$ cat src/rtl/phy_link_pkg.sv
package phy_link_pkg;

  typedef enum logic [1:0] {
    CTL_IDLE  = 2'b00,
    CTL_STAT  = 2'b01,
    CTL_RECV  = 2'b10,
    CTL_GRANT = 2'b11
  } ctl_e;

  typedef enum logic [3:0] {
    S_IDLE, S_POST, S_STAT, S_GRANT, S_GAP, S_LINK,
    S_RXON, S_RXSPD, S_RXGAP, S_RXDAT
  } seq_e;

  localparam logic [7:0] DATA_ON = 8'hFF;

  // number of clock beats needed to deliver one byte at a given speed
  function automatic logic [2:0] beats_for(input logic [1:0] spd);
    case (spd)
      2'd0:    return 3'd4;
      2'd1:    return 3'd2;
      default: return 3'd1;
    endcase
  endfunction

  function automatic logic [7:0] speed_word(input logic [1:0] spd);
    return {6'b0, spd};
  endfunction

  // slice of a byte shown on the data lines at a given beat
  function automatic logic [7:0] lane_chunk(input logic [7:0] b, input logic [1:0] spd,
                                            input logic [1:0] beat);
    logic [7:0] sh;
    case (spd)
      2'd0: begin
        sh = b << {beat, 1'b0};
        return {6'b0, sh[7:6]};
      end
      2'd1: begin
        sh = b << {beat[0], 2'b00};
        return {4'b0, sh[7:4]};
      end
      default: return b;
    endcase
  endfunction

endpackage

$ cat src/rtl/phy_lps_watch.sv
module phy_lps_watch #(
  parameter int LIM = 128
) (
  input  logic clk,
  input  logic rst_n,
  input  logic lps,
  output logic pwr_off
);
  localparam int CW = $clog2(LIM + 1);
  localparam logic [CW-1:0] LIM_C = CW'(LIM);

  logic [CW-1:0] cnt_q;

  always_ff @(posedge clk) begin
    if (!rst_n) begin
      cnt_q   <= '0;
      pwr_off <= 1'b0;
    end else if (lps) begin
      cnt_q   <= '0;
      pwr_off <= 1'b0;
    end else if (cnt_q == LIM_C) begin
      pwr_off <= 1'b1;
    end else begin
      cnt_q <= cnt_q + 1'b1;
    end
  end
endmodule

$ cat src/rtl/phy_rx_lane.sv
module phy_rx_lane
  import phy_link_pkg::*;
(
  input  logic       clk,
  input  logic       rst_n,
  input  logic       spd_ld,
  input  logic [1:0] spd_in,
  input  logic       byte_ld,
  input  logic [7:0] byte_in,
  input  logic       step,
  output logic [7:0] spd_word,
  output logic [7:0] chunk,
  output logic       last
);
  logic [1:0] spd_q;
  logic [7:0] byte_q;
  logic [1:0] beat_q;

  always_ff @(posedge clk) begin
    if (!rst_n) begin
      spd_q  <= '0;
      byte_q <= '0;
      beat_q <= '0;
    end else begin
      if (spd_ld) spd_q <= spd_in;
      if (byte_ld) begin
        byte_q <= byte_in;
        beat_q <= '0;
      end else if (step) begin
        beat_q <= beat_q + 2'd1;
      end
    end
  end

  assign spd_word = speed_word(spd_q);
  assign chunk    = lane_chunk(byte_q, spd_q, beat_q);
  assign last     = ({1'b0, beat_q} == (beats_for(spd_q) - 3'd1));
endmodule

$ cat src/rtl/phy_link_seq.sv
module phy_link_seq
  import phy_link_pkg::*;
#(
  parameter int STAT_W  = 16,
  parameter int LPS_LIM = 128
) (
  input  logic              clk,
  input  logic              rst_n,
  input  logic              lps_in,
  input  logic              lreq_in,
  output logic              lreq_fwd,
  input  logic              stat_pend,
  input  logic [STAT_W-1:0] stat_word,
  input  logic              arb_won,
  input  logic              rx_start,
  input  logic [1:0]        rx_speed,
  input  logic              rx_valid,
  input  logic [7:0]        rx_byte,
  input  logic              rx_end,
  output logic              rx_ready,
  input  logic [1:0]        link_ctl,
  output logic [1:0]        ctl_o,
  output logic [7:0]        d_o,
  output logic              link_owns
);
  localparam int SB  = STAT_W / 2;
  localparam int SCW = (SB > 1) ? $clog2(SB) : 1;
  localparam logic [SCW-1:0] SB_LAST = SCW'(SB - 1);

  seq_e              st_q, st_n;
  logic [STAT_W-1:0] sr_q;
  logic [SCW-1:0]    scnt_q;
  logic              stat_q, arb_q, lk_act_q, lk_idle_q;

  // named internal events
  logic pwr_off, lane_last, rx_rdy_int, rx_take;
  logic stat_want, arb_want, rx_go, gr_go, st_go;
  logic [7:0] lane_spd, lane_chunk_w;

  phy_lps_watch #(.LIM(LPS_LIM)) u_watch (
    .clk(clk), .rst_n(rst_n), .lps(lps_in), .pwr_off(pwr_off)
  );

  assign rx_rdy_int = (st_q == S_RXSPD) || (st_q == S_RXGAP) ||
                      ((st_q == S_RXDAT) && lane_last);
  assign rx_take    = rx_rdy_int && rx_valid;
  assign stat_want  = stat_q | stat_pend;
  assign arb_want   = arb_q | arb_won;
  assign rx_go      = rx_start && ((st_q == S_IDLE) || (st_q == S_POST) || (st_q == S_STAT));
  assign gr_go      = (st_q == S_IDLE) && !rx_start && arb_want;
  assign st_go      = (st_q == S_IDLE) && !rx_start && !arb_want && stat_want;

  phy_rx_lane u_lane (
    .clk(clk), .rst_n(rst_n),
    .spd_ld(rx_go && !pwr_off), .spd_in(rx_speed),
    .byte_ld(rx_take && !pwr_off), .byte_in(rx_byte),
    .step((st_q == S_RXDAT) && !lane_last),
    .spd_word(lane_spd), .chunk(lane_chunk_w), .last(lane_last)
  );

  always_comb begin
    st_n = st_q;
    case (st_q)
      S_IDLE:  if (rx_go) st_n = S_RXON;
               else if (gr_go) st_n = S_GRANT;
               else if (st_go) st_n = S_STAT;
      S_POST:  st_n = rx_go ? S_RXON : S_IDLE;
      S_STAT:  if (rx_go) st_n = S_RXON;
               else if (scnt_q == SB_LAST) st_n = S_POST;
      S_GRANT: st_n = S_GAP;
      S_GAP:   st_n = S_LINK;
      S_LINK:  if (link_ctl == 2'b00 && (lk_act_q || lk_idle_q)) st_n = S_POST;
      S_RXON:  st_n = S_RXSPD;
      S_RXSPD, S_RXGAP, S_RXDAT:
        if (rx_rdy_int) begin
          if (rx_valid)    st_n = S_RXDAT;
          else if (rx_end) st_n = S_POST;
          else             st_n = S_RXGAP;
        end
      default: st_n = S_IDLE;
    endcase
  end

  always_ff @(posedge clk) begin
    if (!rst_n || pwr_off) begin
      st_q      <= S_IDLE;
      sr_q      <= '0;
      scnt_q    <= '0;
      stat_q    <= 1'b0;
      arb_q     <= 1'b0;
      lk_act_q  <= 1'b0;
      lk_idle_q <= 1'b0;
    end else begin
      st_q   <= st_n;
      stat_q <= stat_want && !st_go;
      arb_q  <= arb_want && !gr_go;
      if (st_go) begin
        sr_q   <= stat_word;
        scnt_q <= '0;
      end else if (st_q == S_STAT) begin
        sr_q   <= sr_q << 2;
        scnt_q <= scnt_q + 1'b1;
      end
      if (st_q == S_GAP) begin
        lk_act_q  <= 1'b0;
        lk_idle_q <= 1'b0;
      end else if (st_q == S_LINK) begin
        if (link_ctl != 2'b00) lk_act_q <= 1'b1;
        else                   lk_idle_q <= 1'b1;
      end
    end
  end

  always_comb begin
    ctl_o = CTL_IDLE;
    d_o   = 8'h00;
    case (st_q)
      S_STAT:  begin ctl_o = CTL_STAT;  d_o = {6'b0, sr_q[STAT_W-1 -: 2]}; end
      S_GRANT: ctl_o = CTL_GRANT;
      S_RXON, S_RXGAP: begin ctl_o = CTL_RECV; d_o = DATA_ON; end
      S_RXSPD: begin ctl_o = CTL_RECV; d_o = lane_spd; end
      S_RXDAT: begin ctl_o = CTL_RECV; d_o = lane_chunk_w; end
      default: ;
    endcase
    if (pwr_off) begin
      ctl_o = CTL_IDLE;
      d_o   = 8'h00;
    end
  end

  assign link_owns = (st_q == S_LINK) && !pwr_off;
  assign rx_ready  = rx_rdy_int && !pwr_off;
  assign lreq_fwd  = lreq_in && !pwr_off;
endmodule

$ cat config.mk
export PLATFORM = sky130hd
export DESIGN_NAME = phy_link_seq
export DESIGN_NICKNAME = d
export VERILOG_FILES = /design/src/rtl/phy_link_pkg.sv /design/src/rtl/phy_lps_watch.sv /design/src/rtl/phy_rx_lane.sv /design/src/rtl/phy_link_seq.sv
export SDC_FILE = /design/constraint.sdc
export NUM_CORES = 1
export LEC_CHECK = 0
export BUFFER_PORTS_ARGS = -buffer_cell sky130_fd_sc_hd__buf_4
export CAP_MARGIN = 20
export CORE_MARGIN = 5
export CORE_UTILIZATION = 46
export CTS_CLUSTER_SIZE = 8
export DETAILED_ROUTE_END_ITERATION = 16
export GPL_TIMING_DRIVEN = 0
export PLACE_DENSITY = 0.79
export SETUP_SLACK_MARGIN = 0.02
export SLEW_MARGIN = 20
export SYNTH_ARGS = -nofsm -noshare
export SYNTH_HDL_FRONTEND = slang
export SYNTH_HIERARCHICAL = 1
export SYNTH_SLANG_ARGS = --single-unit
$ cat constraint.sdc
create_clock -name clk -period 3.78 [get_ports clk]
set_input_delay 0.945 -clock clk [delete_from_list [all_inputs] [get_ports clk]]
set_output_delay 0.945 -clock clk [all_outputs]
set_load 0.03 [all_outputs]
Yosys cells after proc, flatten, opt, wreduce, memory -nomap -nowiden
Index checks and enable logic that the tools add are counted.
Widths: inputs -> output; s select.
{"block": "totals", "ff_bits": 48, "word_cells": 102, "inputBits": 37, "out_inout_bits": 13}
{"block": "op_classes", "mux": 19, "reduce_logical": 44, "n_bitwise": 4, "addsub": 4, "shifts": 2, "n_eq_ne": 17}
{"cell": "$mux 4", "n": 9}
{"cell": "$mux 16", "n": 2}
{"cell": "$pmux 4 s8", "n": 1}
{"cell": "$pmux 8 s4", "n": 1}
{"cell": "$eq 4x3->1 const B", "n": 4}
{"cell": "$logic_and 1x1->1", "n": 16}
{"cell": "$pmux 8 s2", "n": 1}
{"cell": "$shl 8x3->8", "n": 2}
{"cell": "$reduce_or 2->1", "n": 5}
{"cell": "$add 8x1->8 const B", "n": 1}
{"cell": "$eq 4x2->1 const B", "n": 2}
{"cell": "$eq 4x4->1 const B", "n": 2}
{"cell": "$eq 8x8->1 const B", "n": 1}
{"cell": "$mux 8", "n": 1}
{"cell": "$logic_not 1->1", "n": 7}
{"cell": "$logic_or 1x1->1", "n": 6}
{"cell": "$pmux 2 s3", "n": 1}
{"cell": "$pmux 3 s2", "n": 1}
{"cell": "$eq 4x1->1 const B", "n": 1}
{"cell": "$logic_not 2->1", "n": 2}
{"cell": "$logic_not 4->1", "n": 1}
{"cell": "$ne 2x2->1 const B", "n": 2}
{"cell": "$ne 4x4->1 const B", "n": 1}
{"cell": "$reduce_and 2->1", "n": 2}
{"cell": "15 further kinds", "n": 18}

Logic depth before layout (Yosys ltp)
Gate-level depths: netlist of the first run.
{"block": "logic_depth", "depth_word": 9, "mapped_depth": 10, "ltp_nobuf": 8}

Hierarchy
The synthesis of the first run kept the hierarchy.
{"mod": "phy_link_seq", "n_inst": 1, "seq_area_each_um2": 540.5, "cells_per_inst": 206, "area_each_um2": 1624.1}
{"mod": "phy_rx_lane", "n_inst": 1, "seq_area_each_um2": 240.2, "cells_per_inst": 77, "area_each_um2": 710.7}
{"mod": "phy_lps_watch", "n_inst": 1, "seq_area_each_um2": 180.2, "cells_per_inst": 46, "area_each_um2": 442.9}

Least setup slack after synthesis of the first run
No wires, ideal clock.
{"block": "synth_timing", "path_type": "register to output", "startpoint": "reg st_q[0]", "endpoint": "out link_owns", "arrival_ns": 1.704, "required_ns": 2.835, "stages_incl_launch_ff": 4, "slack_ns": 1.131, "n_path_buf": 1, "cell_sequence": "dfxtp_1 > buf_4 > inv_1 > nor4_1"}
{"block": "synth_via", "elab_chain_len": 2}
{"item": "from (decl)", "line_no": "phy_link_seq.sv:30", "text": "seq_e st_q, st_n;"}
{"item": "from (signal assigned)", "line_no": "phy_link_seq.sv:94", "text": "st_q <= st_n;"}
{"item": "$eq 4x3->1", "line_no": "phy_link_seq.sv:131", "text": "assign link_owns = (st_q == S_LINK) && !pwr_off;"}
{"item": "$logic_and 1x1->1", "line_no": "phy_link_seq.sv:131"}
{"item": "to (decl)", "line_no": "phy_link_seq.sv:24", "text": "output logic link_owns"}
No other way between the ends.

Worst setup path after layout of the first run
{"block": "layout_timing", "startpoint": "reg st_q[0]", "endpoint": "out d_o[2]"}
{"block": "layout_via", "elab_chain_len": 4, "elab_cells_between_ends": 8, "classes_between": "5 x eq/ne; 2 x mux; 1 x reduce/logical"}
{"item": "$eq 4x4->1 / $eq 4x3->1 (equally long branches)", "line_no": "phy_link_seq.sv:117", "text": "case (st_q)"}
{"item": "$reduce_or 2->1"}
{"item": "$pmux 8 s4 *", "line_no": "phy_link_seq.sv:117"}
{"item": "$mux 8 *", "line_no": "phy_link_seq.sv:125", "text": "if (pwr_off) begin"}
{"item": "to (decl)", "line_no": "phy_link_seq.sv:23", "text": "output logic [7:0] d_o,"}
Every way passes the cells marked *; elsewhere a longest branch is shown, timed or not.

==> flow_summary.ini, run 1 <==
[outcome]
outcome = completed

[place]
gp_congestion = 0.834
place_area_um2 = 3260
hpwl_mm = 4.92
dp_slack_ns = 1.04
port_buffers = 49

[timing]
worst_pin_slew_ns = 0.647
fin_setup_tns_ns = 0
rsz0062_at_grt = no
max_slew_margin_pct = 56.7
fin_crit_sh_pct = 81.7
setup_ws_ns = 0.692
fin_crit_ns = 3.09
drv_slew = 0
finalSetupViolCount = 0
finalHoldViolCount = 0
clock.fmax_ghz = 0.324
finClkSkew_ns = 0.00697

[logic_synthesis]
syn_area_um2 = 2780
synth_mux_area_share_pct = 5.14
synth_top_family_by_area = simple AND/OR/NAND/NOR gates
synth_edf_count = 0
synth_fa_ha_area_share_pct = 1.80
ys_warn_count = 6
avgSynthCellArea_um2 = 8.44
synth-simple-area-share_pct = 27.3
ys_async_sr_fraction_pct = 0
seq_area_frac_synth_pct = 34.6
netlist_instances = 329
synth-xor-area-share_pct = 2.21
yosysUniqueCellTypes = 63
ys.flop_type = dfxtp_1
synth_compound_area_share_pct = 22.4
ys_ff_latch = 48

[grt]
overflow = 0
grt_pass1_wl_mm = 11.0
grt_util_all_layers_pct = 17.9
grt_pass1_vias = 2520
grt_antenna_before_repair = 0
grt_max_degree = 16

[pwr]
total_power_mw = 1.23
powerDensity_nw_per_um2 = 364
intPower_uw = 870
p_clk_share_pct = 31.7
pwr-share-comb_pct = 23.1
leakage_nw = 1.32
ir_drop_mv = 0.267
switching_share_pct = 29.4
seq_power_share_pct = 45.1
p_sw_uw = 362

[clock_network]
cts_tree = done
post_cts_resize_count = 0
cts.reportedPaths.clkPinSlew_ns = 0.09
cts-htree-levels = 2
cts_sinks = 48
ctsHoldBuffers = 0
cts_root_buf = clkbuf_8
post_cts_buffers = 0
cts_buffers = 5
insertion_delay_ns = 0.30
cts_buffer_depth = 2

[floorplan]
rows = 28
core-area_um2 = 5890
dieArea_um2 = 7690
fp.dieW_um = 87.7
die_y_um = 87.7
ioPinCount = 50
initial_core_util_pct = 47.2

[drt]
drc = 0
firstDrtPassIters = 5
highest_layer = met4
num_vias = 2560
met3_length_um = 372
wl_mm = 6.52
ant_nets = 0
wl_met1_mm = 2.96
first_iter_violations = 209
post_drt_wl_per_cell_um = 14.0
wl_met2_mm = 3.04
avgViaCountPerCell = 5.49

[critical_path]
cp_max_fo = 10
crit_path_start_kind = flop
worstSetupEndpointType = primary output
crit_arrival_ns = 2.14
cp.required_ns = 2.83
criticalPathCategory = reg -> out
r2r_cells = 8

[cells_and_area]
n_antenna_cell = 0
fin_area_um2 = 3380
nNetsFinal = 431
num-fill-cells = 529
final_layout_size_suffix_gt1_share_pct = 24.8
area_delta_synth_final_pct = 21.7
final_core_util_pct = 57.4

[hold_path]
min_path_cells = 2
hold_class = reg -> reg

[flow_run]
maxCapViolCount = 0
cell usage in the layout (no fill, tap or decap), types with 3 or more instances in the layout:
cell,synthesis,routed
buf_4,8,57
dfxtp_1,48,48
nand2_1,38,38
nor2_1,30,30
a21oi_1,19,19
nor2b_1,17,17
a311oi_1,12,12
mux2i_1,12,12
buf_2,11,11
a22o_1,10,10
nor3_1,9,9
o21ai_0,9,9
a22oi_1,8,8
nand3_1,8,8
inv_1,7,7
nand2b_1,6,6
clkbuf_8,0,6
conb_1,1,6
and2_1,5,5
clkbuf_1,5,5
a211oi_1,5,5
xnor2_1,4,4
or3_1,4,4
ha_1,4,4
xor2_1,3,3
flip-flops by register name (all words and copies together) (netlist names):
name	count
st_q	4
stat_q	1
u_lane/byte_q	8
lk_act_q	1
lk_idle_q	1
arb_q	1
u_lane/beat_q	2
u_watch/cnt_q	8
u_lane/spd_q	2
sr_q	16
u_watch/pwr_off	1
scnt_q	3
cells in the mapped netlist (5+ instances only):
| cell | instances | area share [%] |
|---|---|---|
| mux2i_1 | 12 | 4.3 |
| clkbuf_1 | 5 | 0.68 |
| a22oi_1 | 8 | 2.2 |
| nand2_1 | 38 | 5.1 |
| buf_4 | 8 | 2.2 |
| a311oi_1 | 12 | 3.8 |
| a211oi_1 | 5 | 1.4 |
| o21ai_0 | 9 | 1.6 |
| a21oi_1 | 19 | 3.4 |
| nor3_1 | 9 | 1.6 |
| nand3_1 | 8 | 1.4 |
| nand2b_1 | 6 | 1.4 |
| buf_2 | 11 | 2.0 |
| and2_1 | 5 | 1.1 |
| dfxtp_1 | 48 | 35 |
| nor2_1 | 30 | 4.1 |
| inv_1 | 7 | 0.95 |
| nor2b_1 | 17 | 3.8 |
| a22o_1 | 10 | 3.2 |
cell type report:
type                            instances  area (um2)  area share (%)
Tap cell                               75        93.8            2.78
Clock buffer                            6        82.6            2.44
Sequential cell                        48         961            28.4
Multi-Input combinational cell        252        1660            49.0
Timing Repair Buffer                   49         368            10.9
Buffer                                 27         154            4.55
Inverter                                7        26.3           0.777
Clock inverter                          2        38.8            1.15
worst paths after layout:
kind	start	to	slack, ns
max	st_q[0]$_SDFFE_PP0P_	d_o[2]	0.69
min	scnt_q[2]$_SDFFE_PP0N_	scnt_q[2]$_SDFFE_PP0N_	0.47
max reg2reg	st_q[3]$_SDFFE_PP0P_	u_lane/byte_q[7]$_SDFFE_PN0P_	1.59
min reg2reg	scnt_q[2]$_SDFFE_PP0N_	scnt_q[2]$_SDFFE_PP0N_	0.47
critical path, cell delays in order (launching register included):
cell      delay, ns
dfxtp_1        0.49
buf_4          0.22
inv_1          0.12
o21a_1         0.19
o21bai_1       0.52
a21oi_1        0.10
buf_4          0.20
metrics by stage:
stage / std cells / hold WS [ns]
floorplan: 334 / 0.438
global placement: 458 / 0.446
detailed placement: 458 / 0.460
CTS: 466 / 0.473
global route: 466 / 0.510
finish: 466 / 0.468
layer usage:
layer / up-vias / global-route usage (%)
met5: - / 0
met2: 82 / 29.1
met1: 1174 / 23.1
met4: 0 / 7.25
li1: 1288 / -
met3: 16 / 3.76
cell families after synthesis:
kind of cell | Yosys count
adder cells (fa/ha/maj) | 4
buffers and inverters | 34
multiplexers | 14
XOR/XNOR | 7
other | 1
flip-flops | 48
AO/OA/AOI/OAI | 84
AND/OR/NAND/NOR | 137
power by group through the flow:
stage | clock network [mW] | registers, mW | logic (mW)
6_report | 0.391 | 0.556 | 0.285
5_1_grt | 0.425 | 0.559 | 0.311
4_1_cts | 0.399 | 0.556 | 0.284
3_5_place_dp | 0 | 0.567 | 0.283
3_3_place_gp | 0 | 0.566 | 0.279
2_1_floorplan | 0 | 0.561 | 0.197
(Power assumes the default switching activity.)
==> run 2: changes to the inputs <==
Settings changed: ABC_AREA set to 1.
Clock period 3.78 ns to 3.25 ns, I/O delays scaled along.
==> run 2 against run 1 <==
  * Critical path depth grew 1
  * Sequential share of layout area fell by 0.89 points
  * Via count rose by 13%
  * Clock power rose by 35%
  * Combinational power increased by 120%
  * Hold slack got worse by 0.013 ns
  * Area after synthesis up 3.3%
  * Largest cell class unchanged
  * Highest routed layer unchanged
==> flow_summary.ini, run 2 <==
[floorplan]
dieArea_um2 = 7920
ioPinCount = 50
rows = 28
fp.dieW_um = 89.0
initial_core_util_pct = 47.9
die_y_um = 89.0
core-area_um2 = 5990

[logic_synthesis]
synth.largest_area_cell = dfxtp_1
ys.flop_type = dfxtp_1
ys_warn_count = 6
ys_top_cells_by_count = nand2_1, nor2_1, dfxtp_1
synth_area_leaders = dfxtp_1, nand2_1, nor2_1
yosysUniqueCellTypes = 33
syn_area_um2 = 2870
synth.most_common_cell = nand2_1
ys_async_sr_fraction_pct = 0
avgSynthCellArea_um2 = 6.45
synth_top_cell_area_share_pct = 33.5
ys_ff_latch = 48
synth_edf_count = 0
seq_area_frac_synth_pct = 33.5
netlist_instances = 445

[hold_path]
min_path_cells = 2
min_from = u_watch/pwr_off$_SDFFE_PP0N_
hold_class = reg -> reg
min_to = u_watch/pwr_off$_SDFFE_PP0N_

[place]
gp_congestion = 0.879
hpwl_mm = 5.11
port_buffers = 49

[pwr]
powerDensity_nw_per_um2 = 532
leakage_nw = 1.67
total_power_mw = 1.85
ir_drop_mv = 0.284

[grt]
overflow = 0
grt_antenna_before_repair = 0
grt_pass1_wl_mm = 11.1
grt_util_met1_pct = 21.3
gr-usage-met3_pct = 3.32
grt.busiest_layer = met2
grt_util_all_layers_pct = 17.5
grt.met2_usage_pct = 30.7
grt_max_degree = 17
grt_pass1_vias = 2619

[cells_and_area]
largest_registers = sr_q: 16 flops, u_lane/byte_q: 8 flops, u_watch/cnt_q: 8 flops
largest_reg_flops = 16
ff_latch_area_um2 = 961
final_layout_size_suffix_gt1_share_pct = 21.7
area_delta_synth_final_pct = 21.5
num-fill-cells = 579
top_register = sr_q
n_antenna_cell = 0
final_cell_mix = nand2_1, nor2_1, buf_4
nNetsFinal = 547
layout_commonest_cell = nand2_1
multi_input_area_um2 = 1570

[critical_path]
cpPeakStageDelay_ns = 0.42
crit_buf_inv = 2
cp.required_ns = 2.44
cp_max_fo = 8
crit_path_start_kind = flop
r2r_cells = 9
path_common_cell = nand2_1
rr_startpoint = st_q[0]$_SDFFE_PP0P_
r2r_setup_slack_ns = 0.81
worstSetupEndpointType = primary output
crit_arrival_ns = 1.91
criticalPathCategory = reg -> out
worst_r2r_endpoint = u_lane/byte_q[0]$_SDFFE_PN0P_
cp_slowest_cell = dfxtp_1
critPathTopFamily = simple AND/OR/NAND/NOR gates
crit_chain = inv_1, nor2_1, nand2_1, nand2_1, a21oi_1, a31oi_1, buf_4

[timing]
fin_setup_tns_ns = 0
finalSetupViolCount = 0
fin_crit_sh_pct = 83.8
finalHoldViolCount = 0
rsz0062_at_grt = no
finClkSkew_ns = 0.0151
clock.fmax_ghz = 0.367
worst_pin_slew_ns = 0.922
fin_crit_ns = 2.72
drv_slew = 0
max_slew_margin_pct = 38.1

[clock_network]
cts.reportedPaths.clkPinSlew_ns = 0.09
post_cts_buffers = 0
insertion_delay_ns = 0.31
cts-htree-levels = 2
cts_root_buf = clkbuf_8
ctsHoldBuffers = 0
cts_buffers = 5
cts_buffer_depth = 2
post_cts_resize_count = 0
cts_tree = done
cts_sinks = 48

[drt]
first_iter_violations = 152
avgViaCountPerCell = 4.98
firstDrtPassIters = 4
num_vias = 2901
drc = 0
post_drt_wl_per_cell_um = 11.8
wl_mm = 6.84
ant_nets = 0

[outcome]
outcome = completed

[flow_run]
maxCapViolCount = 0
-- run 2: cell types whose count changed after synthesis, sizes merged, moves of 12 or more --
| cell | delta |
|---|---|
| mux2i | -12 |
| nor2 | +50 |
| a21oi | +20 |
| nor2b | -17 |
| nand2 | +79 |
| inv | +48 |
| a311oi | -12 |
| o21ai | +26 |
-- run 2: worst max-delay path by stage --
stage / start / to / slack (ns) / cells past startpoint
global placement: st_q[0]$_SDFFE_PP0P_ / u_lane/byte_q[1]$_SDFFE_PN0P_ / 0.86 / 9
finish: st_q[2]$_SDFFE_PP0P_ / d_o[0] / 0.53 / 7
global route: st_q[2]$_SDFFE_PP0P_ / d_o[0] / 0.37 / 7
CTS: st_q[2]$_SDFFE_PP0P_ / d_o[0] / 0.52 / 7
floorplan: st_q[0]$_SDFFE_PP0P_ / d_o[0] / 0.91 / 6
detailed placement: st_q[0]$_SDFFE_PP0P_ / u_lane/byte_q[0]$_SDFFE_PN0P_ / 0.79 / 9
-- run 2: where the power goes --
group | internal [mW] | leakage (nW) | switching (mW)
clock network | 0.310 | 0.0687 | 0.218
logic | 0.228 | 1.21 | 0.408
registers | 0.644 | 0.390 | 0.0471
total | 1.18 | 1.67 | 0.673
-- run 2: cells by family after synthesis --
kind of cell    Yosys count  synth area share (%)
compound gates           85                  15.4
xor+xnor                  2                 0.610
fa+ha+maj                 4                  1.74
buf+inv                  76                  12.4
flops                    48                  33.5
other cells               1                 0.131
simple gates            229                  36.2
-- run 2: layout make-up --
| cell class | instances | area share (%) |
|---|---|---|
| Buffer | 20 | 3.98 |
| Clock buffer | 5 | 1.97 |
| Clock inverter | 3 | 1.97 |
| Inverter | 56 | 6.24 |
| Multi-Input combinational cell | 326 | 45.1 |
| Sequential cell | 48 | 27.5 |
| Tap cell | 75 | 2.69 |
| Timing Repair Buffer | 49 | 10.5 |
-- run 2: worst reg2reg max path, delay by kind of cell, from the launching register on --
kind            cells  cell delay (ns)
simple gates        5             1.27
buf+inv             3             0.50
compound gates      1             0.12
flops               1             0.48
-- run 2: per-stage QoR --
step	hold WS (ns)	cell area [um2]	std cells	setup WS (ns)	utilization (%)
2_1_floorplan	0.429	2890	450	0.909	-
3_3_place_gp	0.442	3350	574	0.857	55.9
3_5_place_dp	0.444	3350	574	0.792	55.9
4_1_cts	0.459	3490	582	0.519	58.2
5_1_grt	0.477	3490	582	0.374	58.2
6_report	0.455	3490	582	0.528	58.2
-- run 2: per-layer routing --
layer  vias up  share of wire, %
met3        10               5.6
met1      1303                44
li1       1518                 -
met5         -                 0
met4         0               1.9
met2        70                48
